--- src/rtl/pirq_pkg.sv ---
package pirq_pkg;
  localparam int unsigned PIRQ_LINES  = 4;
  localparam int unsigned PIRQ_INPUTS = 16;
  localparam logic [7:0]  ROUTE_BASE  = 8'h60;
  localparam logic [7:0]  ROUTE_RST   = 8'h80;
  typedef logic [7:0] cfg_byte_t;
endpackage

--- src/rtl/pirq_route_regs.sv ---
module pirq_route_regs
  import pirq_pkg::*;
#(
  parameter int unsigned NUM_LINES = PIRQ_LINES,
  parameter cfg_byte_t   BASE      = ROUTE_BASE,
  parameter cfg_byte_t   RST_VAL   = ROUTE_RST
) (
  input  logic                          clk,
  input  logic                          rst_n,
  input  logic                          wr_en,
  input  cfg_byte_t                     wr_addr,
  input  cfg_byte_t                     wr_data,
  input  cfg_byte_t                     rd_addr,
  output cfg_byte_t                     rd_data,
  output logic [NUM_LINES-1:0][7:0]     route_q,
  output logic [NUM_LINES-1:0][7:0]     route_d,
  output logic                          wr_hit
);

  // next-state: the written byte replaces one route
  always_comb begin
    route_d = route_q;
    wr_hit  = 1'b0;
    for (int l = 0; l < int'(NUM_LINES); l++) begin
      if (wr_en && (wr_addr == BASE + 8'(l))) begin
        route_d[l] = wr_data;
        wr_hit     = 1'b1;
      end
    end
  end

  always_ff @(posedge clk or negedge rst_n) begin
    if (!rst_n) begin
      route_q <= {NUM_LINES{RST_VAL}};
    end else if (wr_hit) begin
      route_q <= route_d;
    end
  end

  // readback without a clock; unmapped offsets read zero
  always_comb begin
    rd_data = '0;
    for (int l = 0; l < int'(NUM_LINES); l++) begin
      if (rd_addr == BASE + 8'(l)) rd_data = route_q[l];
    end
  end

endmodule

--- src/rtl/pirq_level_map.sv ---
module pirq_level_map
  import pirq_pkg::*;
#(
  parameter int unsigned NUM_LINES  = PIRQ_LINES,
  parameter int unsigned NUM_INPUTS = PIRQ_INPUTS,
  localparam int unsigned LVL_W     = NUM_LINES * NUM_INPUTS
) (
  input  logic                      clk,
  input  logic                      rst_n,
  input  logic [NUM_LINES-1:0][7:0] route_d,
  input  logic                      rebuild,
  input  logic [NUM_LINES-1:0]      req_lvl,
  output logic [LVL_W-1:0]          lvl_q
);

  logic [LVL_W-1:0] lvl_d;
  logic             lvl_en;

  // bit index = input * NUM_LINES + line; a rebuild starts from empty
  always_comb begin
    lvl_d = rebuild ? '0 : lvl_q;
    for (int l = 0; l < int'(NUM_LINES); l++) begin
      if (route_d[l] < 8'(NUM_INPUTS)) begin
        lvl_d[int'(route_d[l]) * int'(NUM_LINES) + l] = req_lvl[l];
      end
    end
  end

  assign lvl_en = (lvl_d != lvl_q);

  always_ff @(posedge clk or negedge rst_n) begin
    if (!rst_n) begin
      lvl_q <= '0;
    end else if (lvl_en) begin
      lvl_q <= lvl_d;
    end
  end

endmodule

--- src/rtl/pirq_out_merge.sv ---
module pirq_out_merge
  import pirq_pkg::*;
#(
  parameter int unsigned NUM_LINES  = PIRQ_LINES,
  parameter int unsigned NUM_INPUTS = PIRQ_INPUTS,
  localparam int unsigned LVL_W     = NUM_LINES * NUM_INPUTS
) (
  input  logic [LVL_W-1:0]      lvl_q,
  output logic [NUM_INPUTS-1:0] irq
);

  for (genvar i = 0; i < int'(NUM_INPUTS); i++) begin : g_in
    assign irq[i] = |lvl_q[i*NUM_LINES +: NUM_LINES];
  end

endmodule

--- src/rtl/pirq_slot_swizzle.sv ---
module pirq_slot_swizzle
  import pirq_pkg::*;
#(
  parameter int unsigned NUM_LINES = PIRQ_LINES,
  localparam int unsigned LINE_W   = $clog2(NUM_LINES)
) (
  input  logic [7:0]        dev_fn,
  input  logic [LINE_W-1:0] dev_pin,
  output logic [LINE_W-1:0] dev_line
);

  int sum;

  // slot minus one, offset by NUM_LINES so the sum never goes negative
  always_comb begin
    sum      = int'(dev_pin) + int'(dev_fn[7:3]) + int'(NUM_LINES) - 1;
    dev_line = LINE_W'(sum % int'(NUM_LINES));
  end

endmodule

--- src/rtl/pirq_router.sv ---
module pirq_router
  import pirq_pkg::*;
#(
  parameter int unsigned NUM_LINES  = PIRQ_LINES,
  parameter int unsigned NUM_INPUTS = PIRQ_INPUTS,
  parameter cfg_byte_t   BASE       = ROUTE_BASE,
  parameter cfg_byte_t   RST_VAL    = ROUTE_RST,
  localparam int unsigned LINE_W    = $clog2(NUM_LINES),
  localparam int unsigned LVL_W     = NUM_LINES * NUM_INPUTS
) (
  input  logic                  clk,
  input  logic                  rst_n,
  input  logic                  cfg_wr_en,
  input  logic [7:0]            cfg_wr_addr,
  input  logic [7:0]            cfg_wr_data,
  input  logic [7:0]            cfg_rd_addr,
  output logic [7:0]            cfg_rd_data,
  input  logic [NUM_LINES-1:0]  req_lvl,
  output logic [NUM_INPUTS-1:0] ctrl_irq,
  input  logic [7:0]            dev_fn,
  input  logic [LINE_W-1:0]     dev_pin,
  output logic [LINE_W-1:0]     dev_line
);

  logic [NUM_LINES-1:0][7:0] route_q;
  logic [NUM_LINES-1:0][7:0] route_d;
  logic                      route_wr;
  logic [LVL_W-1:0]          lvl_q;

  pirq_route_regs #(
    .NUM_LINES(NUM_LINES), .BASE(BASE), .RST_VAL(RST_VAL)
  ) u_regs (
    .clk     (clk),
    .rst_n   (rst_n),
    .wr_en   (cfg_wr_en),
    .wr_addr (cfg_wr_addr),
    .wr_data (cfg_wr_data),
    .rd_addr (cfg_rd_addr),
    .rd_data (cfg_rd_data),
    .route_q (route_q),
    .route_d (route_d),
    .wr_hit  (route_wr)
  );

  pirq_level_map #(
    .NUM_LINES(NUM_LINES), .NUM_INPUTS(NUM_INPUTS)
  ) u_map (
    .clk     (clk),
    .rst_n   (rst_n),
    .route_d (route_d),
    .rebuild (route_wr),
    .req_lvl (req_lvl),
    .lvl_q   (lvl_q)
  );

  pirq_out_merge #(
    .NUM_LINES(NUM_LINES), .NUM_INPUTS(NUM_INPUTS)
  ) u_merge (
    .lvl_q (lvl_q),
    .irq   (ctrl_irq)
  );

  pirq_slot_swizzle #(
    .NUM_LINES(NUM_LINES)
  ) u_swz (
    .dev_fn   (dev_fn),
    .dev_pin  (dev_pin),
    .dev_line (dev_line)
  );

endmodule

--- config.mk ---
export PLATFORM = sky130hd
export DESIGN_NAME = pirq_router
export DESIGN_NICKNAME = d
export VERILOG_FILES = /design/src/rtl/pirq_pkg.sv /design/src/rtl/pirq_route_regs.sv /design/src/rtl/pirq_level_map.sv /design/src/rtl/pirq_out_merge.sv /design/src/rtl/pirq_slot_swizzle.sv /design/src/rtl/pirq_router.sv
export SDC_FILE = /design/constraint.sdc
export NUM_CORES = 1
export LEC_CHECK = 0
export BUFFER_PORTS_ARGS = -buffer_cell sky130_fd_sc_hd__buf_2
export CORE_MARGIN = 4
export CORE_UTILIZATION = 59
export CTS_CLUSTER_DIAMETER = 200
export DETAILED_ROUTE_END_ITERATION = 10
export PLACE_DENSITY = 0.81
export RECOVER_POWER = 50
export SYNTH_ARGS = -nofsm -noshare
export SYNTH_HDL_FRONTEND = slang
export SYNTH_SLANG_ARGS = --single-unit
--- constraint.sdc ---
create_clock -name clk -period 1.9 [get_ports clk]
set_input_delay 0 -clock clk [delete_from_list [all_inputs] [get_ports clk]]
set_output_delay 0 -clock clk [all_outputs]
set_load 0.05 [all_outputs]
==> results of run 1 <==
cell usage in the layout, fill, tap and decap left out, drive strengths merged, types with 2 or more instances in the layout:
| master | instances |
|---|---|
| nand3 | 10 |
| o31ai | 3 |
| o21ai | 9 |
| nand2 | 23 |
| dfrtp | 92 |
| nor2 | 19 |
| nor3 | 3 |
| nand2b | 64 |
| a31o | 29 |
| nor3b | 3 |
| buf | 93 |
| dlygate4sd3 | 7 |
| nand4b | 2 |
| mux2 | 53 |
| xnor2 | 2 |
| mux4 | 8 |
| or4 | 16 |
| nor2b | 40 |
| nor4 | 5 |
| clkinv | 2 |
| a21oi | 31 |
| and3b | 2 |
| and3 | 6 |
| dfstp | 4 |
| mux2i | 50 |
| clkbuf | 12 |
| nand3b | 4 |
| inv | 7 |
synth_stat cells, drive strengths merged:
| master | n |
|---|---|
| a21oi | 31 |
| a31o | 29 |
| and2 | 1 |
| and3 | 6 |
| and3b | 2 |
| and4b | 1 |
| and4bb | 1 |
| buf | 12 |
| clkbuf | 11 |
| dfrtp | 92 |
| dfstp | 4 |
| ha | 1 |
| inv | 4 |
| mux2 | 53 |
| mux2i | 50 |
| mux4 | 8 |
| nand2 | 23 |
| nand2b | 64 |
| nand3 | 10 |
| nand3b | 4 |
| nand4 | 1 |
| nand4b | 2 |
| nor2 | 19 |
| nor2b | 40 |
| nor3 | 3 |
| nor3b | 3 |
| nor4 | 5 |
| nor4b | 1 |
| o21ai | 9 |
| o21bai | 1 |
| o31ai | 3 |
| or4 | 16 |
| xnor2 | 2 |
flip-flops by register name, summed over array words and instances, names as in the netlist:
| name | cells |
|---|---|
| u_regs.route_q | 32 |
| u_map.lvl_q | 64 |
final timing paths:
path                       cells past startpoint                from  slack (ns)            endpoint
max in group asynchronous                      3               rst_n        0.75  u_regs.route_q[27]
min                                            2      cfg_wr_data[1]        0.03  u_regs.route_q[25]
min reg2reg                                    2      u_map.lvl_q[5]        0.55      u_map.lvl_q[5]
min in group asynchronous                      2               rst_n        0.31     u_map.lvl_q[49]
max reg2reg                                    7  u_regs.route_q[30]        0.07     u_map.lvl_q[27]
max                                            7      cfg_wr_data[7]        0.04     u_map.lvl_q[28]
metrics by stage:
stage / hold WS, ns / power (µW)
6_report: 0.0306 / 5380
5_1_grt: 0.0453 / 5630
3_3_place_gp: -0.00927 / 3940
2_1_floorplan: -0.296 / 3530
3_5_place_dp: -0.00456 / 4010
4_1_cts: 0.0351 / 5400
cell type report:
| cell class | instances | area [µm²] |
|---|---|---|
| multi-input combinational | 389 | 3190 |
| fill | 713 | 2710 |
| sequential | 96 | 2410 |
| timing repair buffer | 103 | 688 |
| tap | 129 | 161 |
| clock buffer | 9 | 124 |
| clock inverter | 7 | 77.6 |
| inverter | 4 | 15.0 |
power groups by stage:
| stage | clock network (µW) | registers (µW) | logic (µW) |
|---|---|---|---|
| floorplan | 0 | 2470 | 1050 |
| global placement | 0 | 2520 | 1420 |
| detailed placement | 0 | 2540 | 1470 |
| CTS | 1410 | 2500 | 1490 |
| global route | 1490 | 2540 | 1590 |
| finish | 1390 | 2510 | 1480 |
worst max-delay path, cell delays in order:
cell and delay, ns:
dlygate4sd3_1 0.53, buf_2 0.16, nor4_4 0.41, nand3_2 0.24
mux2i_4 0.42, a21oi_1 0.13, a31o_2 0.24
metal layers:
layer / wire length [µm] / GRT usage (%) / part of all wire [%]
met5: 0 / 0 / 0
met4: 449 / 8.86 / 2.9
met2: 7360 / 45.2 / 48
met1: 6410 / 38.7 / 42
met3: 1060 / 4.46 / 6.9
repair_timing:
item / in CTS / in global routing
endpoints found under the hold margin: 60 / 0
setup endpoints to repair: 0 / 17
hold buffers: 7 / 0
resized for setup: 0 / 6
kinds of logic (layout without fill, tap and decap cells):
logic type / Yosys count / in the layout / synth area share, %
simple gates: 202 / 202 / 22.1
mux: 111 / 111 / 24.1
flops: 96 / 96 / 41.9
compound gates: 73 / 73 / 8.70
buf+inv: 27 / 123 / 2.62
xor+xnor: 2 / 2 / 0.305
fa+ha+maj: 1 / 1 / 0.218
==> impl.org, run 1 <==
** Global routing
- Entering global routing, the biggest net connects 61 pins.
- In the global route stage, overall resource usage came out at around 28%.
- The first global-routing pass estimated 24,400 µm of wire.
- Grt ovf :: 0
- The number of antenna violations at the first check in global routing came to 0.
- Via count of the first global-routing pass :: between 4,000 and 5,000

** Routing
- Wires add up to around 15,000 µm.
- After detailed routing, the average wire length per cell comes to just over 20 µm.
- Before antenna repair, the detailed router went through 5 iterations.
- In the routed layout, each cell is associated on average with a via count of around 6.1.
- The detailed router finished its first iteration with 387 violations.
- Residual antenna-violating net count after detailed routing :: 0
- Routed via count :: 4,478
- In the routed design, unresolved DRC markers number 0.

** Clocking
- TritonCTS built the clock tree.
- Clock latency on the worst-skew pair, taken at its later pin, is 0.38 ns.
- Clock edge transition at the registers on the reported setup and hold paths :: about 0.1 ns
- Number of levels the H-tree was split into :: 3
- The cell sitting at the root of the clock tree is a clkbuf_8.
- Counting the buffers created by CTS gives 9.
- The clock passes through at most 2 buffers.
- Clock tree synthesis found a total of 96 sinks.
- Post-CTS timing repair inserted 0 buffers for setup.

** Die
- Chip height :: between 100 and 150 µm
- Chip Width :: around 110 µm
- Effective utilization at floorplan :: around three fifths
- The floorplan step defined a core boundary enclosing around 9400 µm².
- 67 I/O pins were placed.
- Die Outline Area :: about 11,000 µm²
- Total number of placement rows :: 35

** Worst setup path
- Critical path class :: primary input to flop
- Worst path required time :: between 2 and 2.5 ns
- The worst setup path is captured at a flop.
- Endpoint arrival time on the critical path :: ~2.1 ns
- In this run the worst path has a maximum fanout of 8.
- The worst setup path is launched from a primary input.

** STA
- Maximum operating frequency :: 537 MHz
- Measured against its own limit, the worst slew margin works out to 36.1%.
- Clock skew on the completed layout was measured at between 0.015 and 0.02 ns.
- Setup slack on the critical path of the routed design comes to ~0.036 ns.
- At the pin with the least slew margin, the transition time is roughly 0.96 ns.
- Hold violation total from the final report :: 0
- Slew Viols, Final :: 0
- Unrepaired setup endpoints after global routing :: true
- Final TNS setup :: 0 ns
- The smallest clock period supported by the final layout is computed as roughly 1.9 ns.
- Final setup violation count :: 0
- Final period utilization :: a little over nine tenths

** Final layout
- With fillers left out, the area of the finished cells amounts to approximately 6700 µm².
- Syn-to-layout area delta :: 16.1%
- Filler-free cell count of the finished design :: roughly 740
- For this run, the share of the core covered by cells in the final layout is a little under three quarters.
- Of the cells placed in the final design, the portion with a size suffix greater than 1 is a little under two fifths.
- The number of antenna diodes in the final layout is 0.
- After the last flow step, the layout net total stands at 645.

** Synth
- In this run, distinct cell masters in the synthesized netlist total 47.
- Number of warning messages in the yosys log :: 0
- Number of instances in the synthesized netlist :: 512
- Post-synthesis sequential area ratio :: a little over two fifths
- The number of nets handed over by synthesis was 554.
- Average cell area after synthesis :: about 11 µm²
- Summed instance area of the synthesized netlist :: 5740 µm²
- Ranking of synthesized cells by area :: dfrtp_1 (40%), mux2_2 (8.6%), mux2i_1 (7.0%)
- Summed over all instances, the cell type with the most area after synthesis is dfrtp_1.
- Synthesis inferred 96 register bits.
- Of the post-synthesis cell area, the dominant cell type holds 40.1%.

** Job
- Across the run, the number of max-cap violations was 0.

** Place
- Area after detailed placement :: between 6000 and 7000 µm²
- Number of instances in the placed design :: roughly 700
- Dpl ws :: 0.104 ns
- GPL Wtd Cong :: slightly above 0.9
- The HPWL after detailed placement is between 10,000 and 15,000 µm.
- Port buffering added 60 buffers.

** Status
- Result of the run :: finished clean

** Min path
- The worst hold path belongs to the class primary input to flop.

** Power and ir drop
- Of the total power, combinational logic draws between 20% and 30%.
- P_int :: between 3000 and 4000 µW
- Summed over all cells, the static leakage comes to 0.00333 µW.
- The analysis attributes to net switching a power of between 1500 and 2000 µW.
- The share of total power dissipated in sequential elements is about 47%.
- Net switching is approximately a third of the power.
- The clock network is responsible for 25.8% of the overall power.
- Maximum ir drop on the vdd rail :: around 0.00047 V
- In this run the power density over the cells is slightly above 800 nW/µm².
(Power assumes the default switching activity.)
==> run 2: changes to the inputs <==
--- a/config.mk
+++ b/config.mk
@@ -10,8 +10,9 @@
 export CORE_UTILIZATION = 59
 export CTS_CLUSTER_DIAMETER = 200
 export DETAILED_ROUTE_END_ITERATION = 10
-export PLACE_DENSITY = 0.81
+export PLACE_DENSITY = 0.86
 export RECOVER_POWER = 50
 export SYNTH_ARGS = -nofsm -noshare
 export SYNTH_HDL_FRONTEND = slang
+export SYNTH_HIERARCHICAL = 1
 export SYNTH_SLANG_ARGS = --single-unit
==> impl.org, run 2 <==
** Worst setup path
- Count of cells along the worst register-to-register path :: 6
- Startpoint type of the worst setup path :: primary input
- STA classifies the critical path endpoint as a flop.
- STA puts the critical path data required time at between 2 and 2.5 ns.
- Critical path class :: primary input to flop
- Of all nets on the critical path, the largest fanout is 7.
- STA puts the critical path data arrival time at ~2.5 ns.

** Synth
- Sequential cells were found to cover between 40% and 50% of the synthesized design area.
- Number of enable flip-flop cells after synthesis :: 0
- When the netlist entered floorplanning its net count stood at 500.
- Of all cell types, the one taking the most synthesized area is dfrtp_1.
- Averaged over all synthesized cells, the footprint is about 12 µm².
- Of the post-synthesis cell area, the dominant cell type holds 40.8%.
- Most numerous cell in the Yosys netlist :: dfrtp_1
- Ranking of synthesized cells by area :: dfrtp_1 (41%), mux2_2 (16%), mux2_4 (8.8%)
- Summed instance area of the synthesized netlist :: 5650 µm²
- Number of instances in the synthesized netlist :: approximately 460
- Most used flip-flop cell after synthesis :: dfrtp_1
- Number of synthesized register bits :: 96
- Most instantiated cells after synthesis :: dfrtp_1 (92), mux2_2 (81), nor2b_1 (77)
- The Yosys step of the flow raised 6 warnings.
- Number of different library cells in the post-synthesis netlist :: 33
- Of all flip-flops after synthesis, the portion carrying an async set or reset was 100%.

** Place
- Buffers placed on the I/O ports in this run total 60.
- Summing all placed instances gives a cell area of 6620 µm².
- Dpl ws :: -0.673 ns
- HPWL reported at the end of detailed placement :: roughly 11,000 µm
- GPL Wtd Cong :: 0.923

** Die
- between 60 and 70 I/O pins were placed.
- The core region is slightly above 9000 µm².
- The die is around 110 µm tall.
- Die Outline Area :: 11,200 µm²
- Effective utilization at floorplan :: between 60% and 70%
- The initialized floorplan defines 35 standard-cell rows.
- The die is between 100 and 150 µm wide.

** Power and ir drop
- VDD sags by at most about 0.00049 V.
- Dividing total power by cell area gives a power density of 726 nW/µm².
- Cell leakage power :: ~0.0037 µW
- The completed layout was analyzed and its total power is approximately 5500 µW.

** Final layout
- Most common cell after layout, fill and taps aside :: dfrtp_1
- In the layout the commonest cells are dfrtp_1 (92), nor2b_1 (69), mux2_2 (67), buf_4 (59), mux2_4 (57).
- Number of diodes added for antenna fixing :: 0
- Biggest register :: u_map/lvl_q
- Leading registers by flop count :: u_map/lvl_q (64), u_regs/route_q (32)
- Finished layout cell area :: ~7500 µm²
- The register with the most flip-flops in the layout has 64 of them.
- Syn-to-layout area delta :: 33.6%
- In the final layout, the share of cells above drive strength 1 is between 50% and 60%.
- The net count of the finished layout is approximately 640.
- Filler cell count :: 480

** Routing
- Summed over all layers, the routed wires come to 18,700 µm.
- Remaining routing DRC violations :: 0
- Using the TritonRoute via totals, the vias-per-cell ratio works out to around 6.5.
- Drt first-iter violations :: around 510
- Across all layers, the routed design uses 4,734 vias.
- First drt pass iteration count :: 5
- The detail route stage leaves a number of antenna-violating nets equal to 0.
- Final routed wire length divided by cell count :: between 20 and 30 µm

** Clocking
- Number of levels the H-tree was split into :: 3
- At the later pin of the worst-skew pair, clock insertion delay measures around 0.38 ns.
- After clock tree synthesis, the clock-pin slew on the worst setup and hold paths is around 0.1 ns.
- The clock drives 96 sinks.
- CTS tree :: yes
- The number of clock buffers added by TritonCTS is 9.
- In this run the deepest clock path goes through 2 buffers.
- Root buffer cell :: clkbuf_8

** STA
- Slew of the pin with the lowest slew margin :: roughly 1.2 ns
- For the finished layout, the period the worst path requires is about 2.2 ns.
- Setup repair after global routing could not meet its margin everywhere.
- Final period utilization :: 118%
- Setup violations remaining at the end of the flow were counted as 64.
- Clock skew :: about 0.013 ns
- Headroom to the max-slew limit came out at between 20% and 30%.
- Once routing completed, OpenROAD measured the worst setup slack at -0.333 ns.
- The count of final hold-check violations was 0.
- Setup total negative slack on the finished layout was measured at -11.65 ns.
- Slew Viols, Final :: 0
- Maximum operating frequency :: ~450 MHz

** Job
- Max-cap check violation count :: 0

** Min path
- Type of the worst min-delay path :: primary input to flop
- Worst hold path stage count :: 2

** Global routing
- Entering global routing, the biggest net connects 46 pins.
- Via count of the first global-routing pass :: 4,855
- Tot GR Track Use :: a little under a third
- Grt ovf :: 0
- Initial antenna violation count :: 0
- The first global-routing pass estimated 27,100 µm of wire.

** Status
- The run finished, with violations left.
- Violated checks :: setup timing
[run 2: logic make-up after synthesis]
logic type	synth area share, %
AO/OA/AOI/OAI	0.731
XOR/XNOR	0.421
adder cells (fa/ha/maj)	0.222
buffers and inverters	3.35
flip-flops	42.6
multiplexers	30.3
AND/OR/NAND/NOR	22.3
[run 2: worst max-delay path, stage by stage]
cell	delay, ns
buf_6	0.09
or3_4	0.41
or4_4	0.52
mux2_4	0.35
nor4_4	0.29
buf_6	0.18
buf_12	0.12
nand4_1	0.19
mux2_2	0.34
[run 2: what timing repair did]
item,4_1_cts,5_1_grt
hold endpoints to repair,71,0
buffers inserted,11,8
gates resized for setup,54,40
setup endpoints to repair,64,64
cloned,2,4
hold buffers,9,0
pin swaps,4,5
[run 2: worst paths after layout]
| kind | startpoint | to | slack, ns |
|---|---|---|---|
| hold / removal | req_lvl[0] | u_map/lvl_q[60] | 0.12 |
| hold reg to reg | u_regs/route_q[27] | u_regs/route_q[27] | 0.55 |
| min in group asynchronous | rst_n | u_map/lvl_q[9] | 0.39 |
| setup reg to reg | u_regs/route_q[28] | u_map/lvl_q[15] | -0.07 |
| setup / recovery | cfg_wr_addr[3] | u_map/lvl_q[12] | -0.33 |
| max in group asynchronous | rst_n | u_map/lvl_q[49] | 0.20 |
[run 2: power by group]
part | internal, µW | switching, µW | total [µW] | leakage [µW]
clock network | 503 | 772 | 1270 | 0.0000841
logic | 854 | 967 | 1820 | 0.00236
registers | 2250 | 129 | 2380 | 0.00129
total | 3610 | 1870 | 5480 | 0.00374
[run 2: cell type report]
class | instances | area (µm²) | area share (%)
clock buffers | 10 | 138 | 1.82
repair buffers | 155 | 1290 | 17.1
inverters | 4 | 15.0 | 0.199
clock inverters | 5 | 33.8 | 0.448
well taps | 129 | 161 | 2.14
multi-input cells | 334 | 3500 | 46.4
flip-flops and latches | 96 | 2410 | 31.9
[run 2: per-layer routing]
metal / global-route usage, % / up-vias / wire length, µm
met4: 16.7 / 0 / 1110
met2: 52.3 / 317 / 9280
met3: 5.63 / 92 / 1340
met1: 40.4 / 2361 / 6960
met5: 0 / - / 0
li1: - / 1964 / -
[run 2: through the flow]
step / cells / hold slack, ns / utilization [%]
floorplan: 458 / -0.296 / -
global placement: 686 / 0.0409 / 71.3
detailed placement: 686 / 0.0445 / 71.3
CTS: 723 / 0.106 / 78.2
global route: 733 / 0.115 / 81.3
finish: 733 / 0.119 / 81.3
==> run 3: changes to the inputs <==
--- a/config.mk
+++ b/config.mk
@@ -6,12 +6,14 @@
 export NUM_CORES = 1
 export LEC_CHECK = 0
 export BUFFER_PORTS_ARGS = -buffer_cell sky130_fd_sc_hd__buf_2
+export CORE_ASPECT_RATIO = 0.8
 export CORE_MARGIN = 4
-export CORE_UTILIZATION = 59
+export CORE_UTILIZATION = 50
 export CTS_CLUSTER_DIAMETER = 200
 export DETAILED_ROUTE_END_ITERATION = 10
-export PLACE_DENSITY = 0.86
+export PLACE_DENSITY = 0.75
 export RECOVER_POWER = 50
+export SLEW_MARGIN = 20
 export SYNTH_ARGS = -nofsm -noshare
 export SYNTH_HDL_FRONTEND = slang
 export SYNTH_HIERARCHICAL = 1
==> impl.org, run 3 (same netlist as run 2, synthesis figures left out) <==
** Final layout
- Number of diodes added for antenna fixing :: 0
- The top cell types in the final layout, fill and taps aside, are dfrtp_1 (92), nor2b_1 (72), mux2_2 (69), buf_2 (55), mux2_4 (55).
- The largest registers in the layout are u_map/lvl_q (64), u_regs/route_q (32).
- Finished layout cell area :: between 7000 and 8000 µm²
- Leaving out fill and tap cells, the most frequent cell in the layout is dfrtp_1.
- At the end of the flow, the number of nets in the layout was 620.
- Cells with a size suffix above 1 make up 57.1% of the layout.
- Biggest register :: u_map/lvl_q
- Flip-flop count of the largest register after layout :: 64
- From synthesis to final layout, the design area changed by 30.2%.

** Global routing
- Initial antenna violation count :: 0
- Grt ovf :: 0
- Tot GR Track Use :: 23.5%
- Met3 capacity usage during global routing :: approximately 5.3%
- Most used routing layer in global routing :: met2
- GR met1 Demand/Resource :: 33.4%
- The first global-routing pass estimated around 24,000 µm of wire.
- Via count of the first global-routing pass :: around 4,300
- For met2 alone, demand over resource in global routing was 35.7%.
- Entering global routing, the biggest net connects 55 pins.

** Worst setup path
- The largest individual stage delay along the critical path comes from the cell or4_4.
- Worst path required time :: about 2.1 ns
- The critical path goes through buf_6 -> or3_4 -> or4_4 -> mux2_4 -> nor4_4 -> buf_6 -> clkbuf_16 -> nand3_1 -> mux2_4.
- STA classifies the critical path startpoint as a primary input.
- Critical path class :: primary input to flop
- Data on the critical path arrives at its endpoint at between 2 and 2.5 ns.
- Along the worst path, the maximum fanout reaches 8.
- The worst register-to-register path ends at u_map/lvl_q[10].
- In this run the critical register-to-register path is launched from u_regs/route_q[22].
- Internal reg-to-reg setup slack :: roughly 0.030 ns
- For this run, the slowest stage of the critical path takes between 0.5 and 0.6 ns.
- Setup crit end kind :: flop
- Count of cells along the worst register-to-register path :: 6

** Place
- Detailed placement ended at an HPWL of between 10,000 and 15,000 µm.
- Port bufs :: 60
- Area after detailed placement :: roughly 6600 µm²
- At the end of routability-driven placement, the weighted congestion stood at between 0.9 and 1.

** Die
- The floorplan step set the die height to between 100 and 150 µm.
- The initial utilization of the core area, before any placement, comes to 51.6%.
- After floorplanning, the core was divided into 34 placement rows.
- Boundary pin count :: 67
- Die Outline Area :: approximately 13,000 µm²
- In this run the standard cell core region covers about 11,000 µm².
- Chip Width :: roughly 130 µm

** Status
- The checks that failed: setup timing.
- The run finished, with violations left.

** STA
- Final period utilization :: 114%
- Setup repair after global routing could not meet its margin everywhere.
- At the pin with the least slew margin, the transition time is ~1.4 ns.
- Time the worst path needs with I/O delays and setup :: roughly 2.2 ns
- In the post-route analysis, the smallest setup slack over all paths is -0.271 ns.
- The number of slew-limit violations in the final report came to 0.
- The count of final hold-check violations came to 0.
- Setup violations remaining at the end of the flow were counted as 64.
- Clock skew :: roughly 0.011 ns
- Maximum operating frequency :: 461 MHz
- Across all hold checks on the routed design, the worst slack comes to 0.0143 ns.
- Worst relative slew slack :: around 7.6%

** Power and ir drop
- Overall power of the completed layout :: just under 6000 µW
- Across the VDD grid, the largest voltage drop is about 0.0007 V.
- In this run the static leakage power is ~0.0037 µW.
- In this run the power density over the cells is roughly 800 nW/µm².

** Min path
- Type of the worst min-delay path :: primary input to flop
- Worst Hold End :: u_regs/route_q[5]
- In this run the most critical hold path is launched from cfg_wr_data[5].
- Worst hold path stage count :: 2

** Routing
- Wires add up to 15,400 µm.
- After detailed routing, the number of remaining DRC violations is 0.
- The first detailed-routing pass took 5 iterations.
- Final routed wire length divided by cell count :: ~21 µm
- Using the TritonRoute via totals, the vias-per-cell ratio works out to roughly 6.
- Drt first-iter violations :: 425
- Once detail routing completed, the nets flagged for antenna violations numbered 0.
- The final route contains 4,359 vias.

** Clocking
- The clock reaches the later pin of the worst-skew pair after between 0.3 and 0.4 ns.
- The clock drives 96 sinks.
- In this run the deepest clock path goes through 2 buffers.
- Root buffer cell :: clkbuf_16
- CTS tree :: yes
- The number of clock buffers added by TritonCTS is 9.
- Clock-pin slew was measured on the worst setup and hold paths at 0.06 ns.
- The H-tree generated during clock tree synthesis spans 3 levels.

** Job
- Max-cap check violation count :: 0
==> run 3: changes by cell type in the layout (fill, tap and decap cells not counted), sizes merged <==
cell,change
buf,-17
bufinv,+1
clkbuf,-1
clkinvlp,-1
dlygate4sd3,-3
==> run 3: worst max-delay path by stage <==
stage,from,endpoint,depth (start not counted)
finish,cfg_wr_addr[3],u_map/lvl_q[10],9
detailed placement,cfg_wr_addr[3],u_map/lvl_q[34],8
floorplan,cfg_wr_addr[3],u_map/lvl_q[32],10
global placement,cfg_wr_addr[3],u_map/lvl_q[34],8
CTS,cfg_wr_addr[3],u_map/lvl_q[30],8
global route,cfg_wr_addr[3],u_map/lvl_q[48],9
==> run 3: cell type report <==
cell class	instances	area, µm²
clock inverter	5	56.3
clock buffer	11	243
multi-input combinational	334	3390
inverter	4	15.0
tap	144	180
sequential	96	2410
timing repair buffer	133	1050
fill	746	3580
==> run 3: timing repair <==
item                                    in CTS  in global routing
pin swaps                                    4                 12
setup buffers                                2                  6
gates cloned                                 0                  4
endpoints found under the setup margin      64                 64
hold endpoints to repair                    62                  0
gates resized for setup                     22                 46
hold buffers                                 6                  0
==> run 3: through the flow <==
stage / TNS (ns) / utilization [%] / worst slack [ns] / cells
finish: -10.64 / 67.2 / -0.271 / 727
global route: -14.67 / 67.2 / -0.304 / 727
CTS: -6.70 / 64.3 / -0.221 / 717
detailed placement: -36.82 / 60.1 / -0.682 / 693
global placement: -34.48 / 60.1 / -0.610 / 693
floorplan: -36.48 / - / -0.721 / 458
==> run 3: where the power goes <==
group / internal, µW / switching [µW]
combinational: 780 / 874
clock: 1050 / 770
sequential: 2260 / 121
total: 4090 / 1760
==> run 3: layer usage <==
layer	up-vias	routed length (µm)
met4	0	368
met2	193	7070
met1	2210	6890
li1	1925	-
met3	31	1080
met5	-	0
==> run 3: worst max-delay path, delay by kind of cell <==
family | cells | cell delay (ns)
simple gates | 4 | 1.31
mux | 2 | 0.67
buf+inv | 3 | 0.42
